## src/rtl/ltt_pkg.sv

```systemverilog
package ltt_pkg;
    // Reset values of the alternating markers
    localparam logic HELD_MARK_RST = 1'b1;  // marker held in writer/bus registers
    localparam logic NEXT_MARK_RST = 1'b0;  // marker attached to the first write
    localparam logic LAST_MARK_RST = 1'b1;  // reader's remembered marker

    // A new word is present when the marker moved since the previous sample
    function automatic logic mark_moved(input logic now_mark, input logic last_mark);
        return now_mark ^ last_mark;
    endfunction

    // Next marker in the alternating sequence
    function automatic logic mark_step(input logic cur);
        return ~cur;
    endfunction
endpackage

```

## src/rtl/ltt_writer.sv

```systemverilog
module ltt_writer
    import ltt_pkg::*;
#(
    parameter int DATA_W = 8
) (
    input  logic              clk,
    input  logic              rst,
    input  logic              tick,
    input  logic [DATA_W-1:0] din,
    output logic [DATA_W-1:0] held_data,
    output logic              held_mark
);
    typedef struct packed {
        logic              mark;
        logic [DATA_W-1:0] data;
    } slot_t;

    slot_t slot_q;
    logic  next_mark_q;

    always_ff @(posedge clk) begin
        if (rst) begin
            slot_q      <= '{mark: HELD_MARK_RST, data: '0};
            next_mark_q <= NEXT_MARK_RST;
        end else if (tick) begin
            slot_q      <= '{mark: next_mark_q, data: din};
            next_mark_q <= mark_step(next_mark_q);
        end
    end

    assign held_data = slot_q.data;
    assign held_mark = slot_q.mark;

    // every write flips the held marker
    p_mark_flips_r1: assert property (@(posedge clk) disable iff (rst)
        tick |=> held_mark != $past(held_mark));
    // a write stores the input word
    p_word_taken_r1: assert property (@(posedge clk) disable iff (rst)
        tick |=> held_data == $past(din));
    // no write, no change
    p_hold_r2: assert property (@(posedge clk) disable iff (rst)
        !tick |=> $stable(held_data) && $stable(held_mark));
endmodule

```

## src/rtl/ltt_bus.sv

```systemverilog
module ltt_bus
    import ltt_pkg::*;
#(
    parameter int DATA_W = 8
) (
    input  logic              clk,
    input  logic              rst,
    input  logic              tick,
    input  logic [DATA_W-1:0] src_data,
    input  logic              src_mark,
    output logic [DATA_W-1:0] dst_data,
    output logic              dst_mark
);
    typedef struct packed {
        logic              mark;
        logic [DATA_W-1:0] data;
    } slot_t;

    slot_t slot_q;

    always_ff @(posedge clk) begin
        if (rst)
            slot_q <= '{mark: HELD_MARK_RST, data: '0};
        else if (tick)
            slot_q <= '{mark: src_mark, data: src_data};
    end

    assign dst_data = slot_q.data;
    assign dst_mark = slot_q.mark;

    // a bus tick copies the pre-edge writer register
    p_copy_r3: assert property (@(posedge clk) disable iff (rst)
        tick |=> dst_data == $past(src_data) && dst_mark == $past(src_mark));
    // between ticks the reader input register holds
    p_hold_r3: assert property (@(posedge clk) disable iff (rst)
        !tick |=> $stable(dst_data) && $stable(dst_mark));
endmodule

```

## src/rtl/ltt_reader.sv

```systemverilog
module ltt_reader
    import ltt_pkg::*;
#(
    parameter int DATA_W = 8
) (
    input  logic              clk,
    input  logic              rst,
    input  logic              tick,
    input  logic [DATA_W-1:0] in_data,
    input  logic              in_mark,
    output logic [DATA_W-1:0] out_data,
    output logic              out_vld
);
    logic              last_mark_q;
    logic [DATA_W-1:0] out_q;
    logic              vld_q;
    logic              fresh;

    assign fresh = mark_moved(in_mark, last_mark_q);

    always_ff @(posedge clk) begin
        if (rst) begin
            last_mark_q <= LAST_MARK_RST;
            out_q       <= '0;
            vld_q       <= 1'b0;
        end else begin
            vld_q <= 1'b0;
            if (tick) begin
                last_mark_q <= in_mark;
                if (fresh) begin
                    out_q <= in_data;
                    vld_q <= 1'b1;
                end
            end
        end
    end

    assign out_data = out_q;
    assign out_vld  = vld_q;

    // strobe only after a reader tick
    p_vld_after_tick_r4: assert property (@(posedge clk) disable iff (rst)
        !tick |=> !out_vld);
    // delivered word is what the input register held at the tick
    p_word_match_r4: assert property (@(posedge clk) disable iff (rst)
        out_vld |-> out_data == $past(in_data));
    // two strobes in a row need the input marker to have moved
    p_no_repeat_r5: assert property (@(posedge clk) disable iff (rst)
        out_vld && $past(out_vld) |-> $past(in_mark) != $past(in_mark, 2));
    // reset silences the output
    p_reset_r8: assert property (@(posedge clk)
        rst |=> !out_vld && out_data == '0);
endmodule

```

## src/rtl/ltt_link.sv

```systemverilog
module ltt_link #(
    parameter int DATA_W = 8
) (
    input  logic              clk,
    input  logic              rst,
    input  logic              wr_tick,
    input  logic [DATA_W-1:0] wr_word,
    input  logic              bus_tick,
    input  logic              rd_tick,
    output logic [DATA_W-1:0] word_out,
    output logic              word_vld
);
    logic [DATA_W-1:0] w_data, b_data;
    logic              w_mark, b_mark;

    ltt_writer #(.DATA_W(DATA_W)) u_writer (
        .clk(clk), .rst(rst), .tick(wr_tick), .din(wr_word),
        .held_data(w_data), .held_mark(w_mark)
    );

    ltt_bus #(.DATA_W(DATA_W)) u_bus (
        .clk(clk), .rst(rst), .tick(bus_tick),
        .src_data(w_data), .src_mark(w_mark),
        .dst_data(b_data), .dst_mark(b_mark)
    );

    ltt_reader #(.DATA_W(DATA_W)) u_reader (
        .clk(clk), .rst(rst), .tick(rd_tick),
        .in_data(b_data), .in_mark(b_mark),
        .out_data(word_out), .out_vld(word_vld)
    );

    // a strobe cannot follow a write in the very same cycle path
    p_stage_delay_r9: assert property (@(posedge clk) disable iff (rst)
        word_vld |-> $past(rd_tick));
endmodule

```

## config.mk

```make
export PLATFORM = sky130hd
export DESIGN_NAME = ltt_link
export DESIGN_NICKNAME = d
export VERILOG_FILES = /design/src/rtl/ltt_pkg.sv /design/src/rtl/ltt_writer.sv /design/src/rtl/ltt_bus.sv /design/src/rtl/ltt_reader.sv /design/src/rtl/ltt_link.sv
export SDC_FILE = /design/constraint.sdc
export NUM_CORES = 1
export LEC_CHECK = 0
export CAP_MARGIN = 40
export CORE_UTILIZATION = 52
export CTS_CLUSTER_DIAMETER = 120
export DETAILED_ROUTE_END_ITERATION = 10
export HOLD_SLACK_MARGIN = 0.1
export PLACE_DENSITY = 0.85
export SYNTH_ARGS = -nofsm -noshare
export SYNTH_HDL_FRONTEND = slang
export SYNTH_SLANG_ARGS = --single-unit
```

## constraint.sdc

```tcl
create_clock -name clk -period 3 [get_ports clk]
set_clock_uncertainty 0.2 [all_clocks]
set_input_delay 0.9 -clock clk [delete_from_list [all_inputs] [get_ports clk]]
set_output_delay 0.9 -clock clk [all_outputs]
set_load 0.05 [all_outputs]
```

---- Word-level counts from Yosys, hierarchy flattened ----
Cells that the tools add are included.
word-level totals
  bits in registers ....................... 29
  input bits .............................. 13
  output and inout port bits .............. 9
  logic and storage cells ................. 14
cells by class
  muxes and demuxes ....................... 1
  bitwise operators ....................... 3
  reductions and logical operators ........ 2
operators by type and width
  operator             number
  1-bit NOT            2
  2-bit AND reduction  1
  2-bit OR reduction   1
  1-bit 2-to-1 mux     1
  1-bit XOR            1

---- Longest topological paths before layout ----
  depth after elaboration ................. 2
  depth in mapped cells ................... 4
  gate-level depth less buffers ........... 3

---- Cells and area by module ----
Synthesis repeated with hierarchy kept, for this count alone.
second synthesis, totals
  cell total of the unflattened synthesis .. 103
  area total of the unflattened synthesis .. 1099.8 sq um
modules (own cells, without submodules)
  module      times used  cells an instance  area an instance (sq um)  seq. area each (sq um)
  ltt_reader  1           42                 420.4                     200.2
  ltt_writer  1           32                 355.3                     200.2
  ltt_bus     1           29                 324.1                     180.2

---- Least setup slack after synthesis ----
OpenSTA, ideal clock, no wires.
  path type ............................... input-to-reg
  start ................................... input port rst
  end ..................................... register u_bus.slot_q (netlist bit u_bus.dst_data[4])
  data arrival time ....................... 1546 ps
  required time ........................... 2683 ps
  path slack .............................. 1137 ps
  cell stages on the path ................. 4
  path buffers ............................ 3
  cell sequence ........................... clkbuf_1 > clkbuf_1 > buf_2 > nor2_1
RTL lines
  item                  line           source
  from (decl)           ltt_link.sv:5  input logic rst,
  to (signal assigned)  ltt_bus.sv:23  slot_q <= '{mark: HELD_MARK_RST, data: '0};
  to (signal assigned)  ltt_bus.sv:25  slot_q <= '{mark: src_mark, data: src_data};
  to (decl)             ltt_bus.sv:19  slot_t slot_q;
No word-level cell between the ends.

---- Final worst setup path ----
  start ................................... register u_reader.out_q[6] (netlist: u_reader.out_data[6])
  end ..................................... output port word_out[6]
RTL lines
  item                    line              source
  from (decl)             ltt_reader.sv:15  logic [DATA_W-1:0] out_q;
  from (signal assigned)  ltt_reader.sv:31  out_q <= in_data;
  to (decl)               ltt_link.sv:10    output logic [DATA_W-1:0] word_out,
No word-level cell between the ends.

==> results.sh <==
export IMPL_area_growth_synth_to_final_pct=24.8
export IMPL_portBuffers=21
export IMPL_r2r_end="u_reader.out_data[7]"
export IMPL_drive_gt1_frac=0.0640
export IMPL_vias=780
export IMPL_pin_count=22
export IMPL_drtPass1Iterations=4
export IMPL_yosys_cell_count_top_type="dfxtp_1"
export IMPL_antenna_found_initial=0
export IMPL_synth_top_cells_by_area="dfxtp_1 53%, mux2i_1 15%, nand4b_1 6.5%"
export IMPL_status="completed"
export IMPL_min_to="u_bus.dst_mark"
export IMPL_rows=16
export IMPL_overflow=0
export IMPL_startpoint_type="flip-flop"
export IMPL_path_buf_inv=1
export IMPL_coreArea_sq_mm=0.00196
export IMPL_p_per_area_mw_per_mm2=531
export IMPL_netlist_instances=104
export IMPL_slowest_delay_ns=0.80
export IMPL_path_max_fanout=2
export IMPL_p_clk_frac=0.324
export IMPL_synth_top_cell_by_area="dfxtp_1"
export IMPL_holdPathStages=1
export IMPL_insertion_delay_ns=0.32
export IMPL_grt_total_usage=0.181
export IMPL_grt_max_degree=29
export IMPL_post_dp_cell_area_sq_mm=0.00130
export IMPL_yosysSeqAreaShare=0.535
export IMPL_slew_viol_final=0
export IMPL_syn_area_per_cell_sq_um=10.4
export IMPL_slowest_stage="clkdlybuf4s50_1"
export IMPL_totalWireLength_mm=1.81
export IMPL_hold_class="reg -> reg"
export IMPL_r2r_slack_ns=1.44
export IMPL_r2r_start="u_bus.dst_mark"
export IMPL_p_seq_frac=0.571
export IMPL_slew_headroom=0.509
export IMPL_fin_area_sq_mm=0.00136
export IMPL_clk_pin_slew_worst_paths_ns=0.09
export IMPL_met2_length_um=823
export IMPL_synthArstFlopShare=0
export IMPL_hold_path_startpoint="u_writer.held_mark"
export IMPL_pwr_share_comb=0.105
export IMPL_start_util=0.554
export IMPL_cp_required_ns=1.90
export IMPL_numCtsBuffers=5
export IMPL_finalHoldViolations=0
export IMPL_cts_tree="yes"
export IMPL_layout_nets=138
export IMPL_cts_root_buf="clkbuf_4"
export IMPL_rsz0062_at_grt="false"
export IMPL_path_class="reg -> out"
export IMPL_cts_sinks=29
export IMPL_ir_drop_mv=0.432
export IMPL_synth_area_sq_mm=0.00109
export IMPL_cts_resized=0
export IMPL_drc=0
export IMPL_netlist_cell_type_count=16
export IMPL_grt_pass1_vias=589
export IMPL_post_route_min_period_ns=2.56
export IMPL_highest_layer="met4"
export IMPL_intPower_w=0.000551
export IMPL_fmax_ghz=0.390
export IMPL_hold_buffers=0
export IMPL_ys_warnings_count=0
export IMPL_yosys_area_top_type_share=0.535
export IMPL_synth_flop_cell="dfxtp_1"
export IMPL_total_power_w=0.000719
export IMPL_ant_nets=0
export IMPL_fp_dieW_um=47.7
export IMPL_r2r_worst_path_cells=3
export IMPL_htreeDepth=2
export IMPL_syn_nets=117
export IMPL_synth_edff_count=0
export IMPL_fin_util=0.691
export IMPL_post_drt_wl_per_cell_um=11.9
export IMPL_place_gp_congestion=0.695
export IMPL_wl_met1_um=851
export IMPL_setup_tns_final_ns=0
export IMPL_grt_pass1_wl_mm=2.68
export IMPL_worst_pin_slew_ns=0.734
export IMPL_setup_viol=0
export IMPL_vias_per_cell=5.13
export IMPL_end_kind="primary output"
export IMPL_cpLargestDelayFamily="buffers and inverters"
export IMPL_post_place_ws_ns=0.464
export IMPL_setup_ws_ns=0.439
export IMPL_cp_arrival_ns=1.46
export IMPL_drt_first_iter_violations=4
export IMPL_maxCapViolations=0
export IMPL_chipHeight_um=47.7
export IMPL_cts_setup_buffers=0
export IMPL_wl_met3_um=102
export IMPL_leakagePower_nw=0.535
export IMPL_p_sw_w=0.000169
export IMPL_p_sw_frac=0.234
export IMPL_clock_path_buffers=2
export IMPL_synth_seq_cells=29
export IMPL_die_area_sq_mm=0.00228
export IMPL_path_cells="clkdlybuf4s50_1"
export IMPL_antenna_cells=0
export IMPL_synth_common_cells="29 x dfxtp_1, 17 x nor2_1, 16 x mux2i_1"
export IMPL_period_share=0.854
## stage by stage
step | instances | hold slack [ns]
after CTS | 152 | 0.267
after floorplan | 104 | 0.227
after global routing | 152 | 0.285
after detailed placement | 145 | 0.249
final | 152 | 0.265
after global placement | 145 | 0.238
## cell usage in the layout, fill, tap and decap left out
| master | count |
|---|---|
| a211o_1 | 3 |
| clkbuf_8 | 1 |
| xor2_2 | 1 |
| clkbuf_1 | 1 |
| and2_0 | 1 |
| clkdlybuf4s50_1 | 21 |
| o21ai_0 | 7 |
| nand4b_1 | 8 |
| nand2b_1 | 8 |
| xnor2_1 | 1 |
| buf_4 | 1 |
| mux2i_1 | 16 |
| nor2b_1 | 3 |
| nor2_1 | 17 |
| clkbuf_4 | 5 |
| and2b_1 | 1 |
| dfxtp_1 | 29 |
| o21ai_1 | 1 |
## worst max path at each step
| stage | from | endpoint | cells past startpoint | slack (ns) |
|---|---|---|---|---|
| after floorplan | rst | u_bus.dst_data[4] | 4 | 1.14 |
| after global placement | rst | u_bus.dst_data[5] | 3 | 0.50 |
| after detailed placement | rst | u_bus.dst_data[4] | 3 | 0.46 |
| after CTS | u_reader.out_data[1] | word_out[1] | 1 | 0.42 |
| after global routing | u_reader.out_data[4] | word_out[4] | 1 | 0.38 |
| final | u_reader.out_data[6] | word_out[6] | 1 | 0.44 |
## registers in the layout (all words and copies together) (netlist names)
signal,cells
u_bus.dst_data,8
u_bus.dst_mark,1
u_reader.last_mark_q,1
u_reader.out_data,8
u_reader.out_vld,1
u_writer.held_data,8
u_writer.held_mark,1
u_writer.next_mark_q,1
## cell type report
type / instances / area (sq um)
fillers: 174 / 607
flip-flops and latches: 29 / 581
multi-input cells: 67 / 468
repair buffers: 22 / 218
clock buffers: 7 / 55.1
well taps: 27 / 33.8
## routing by layer
layer | up-vias | global-route usage
met3 | 5 | 0.0792
met1 | 356 | 0.222
met4 | 0 | 0.117
li1 | 394 | -
met2 | 25 | 0.257
met5 | - | 0
## power groups by stage
| stage | logic, W | clock network (W) | registers [W] |
|---|---|---|---|
| floorplan | 0.0000465 | 0 | 0.000423 |
| global placement | 0.0000739 | 0 | 0.000419 |
| detailed placement | 0.0000759 | 0 | 0.000420 |
| CTS | 0.0000763 | 0.000239 | 0.000411 |
| global route | 0.0000823 | 0.000255 | 0.000413 |
| finish | 0.0000753 | 0.000233 | 0.000411 |
## kinds of logic after synthesis
family / Yosys count / share of synthesized area
XOR/XNOR: 2 / 0.0230
buffers and inverters: 8 / 0.0346
flip-flops: 29 / 0.535
AO/OA/AOI/OAI: 11 / 0.0611
AND/OR/NAND/NOR: 38 / 0.199
multiplexers: 16 / 0.147
## worst register-to-register path: cells and delay by family (launching register included)
family / cells / cell delay [ns]
DFF: 1 / 0.40
and+or+nand+nor: 1 / 0.38
xor gates and xnor gates: 1 / 0.32
AOI/OAI and AO/OA: 1 / 0.14
No activity file was read; power rests on OpenSTA's default activity.
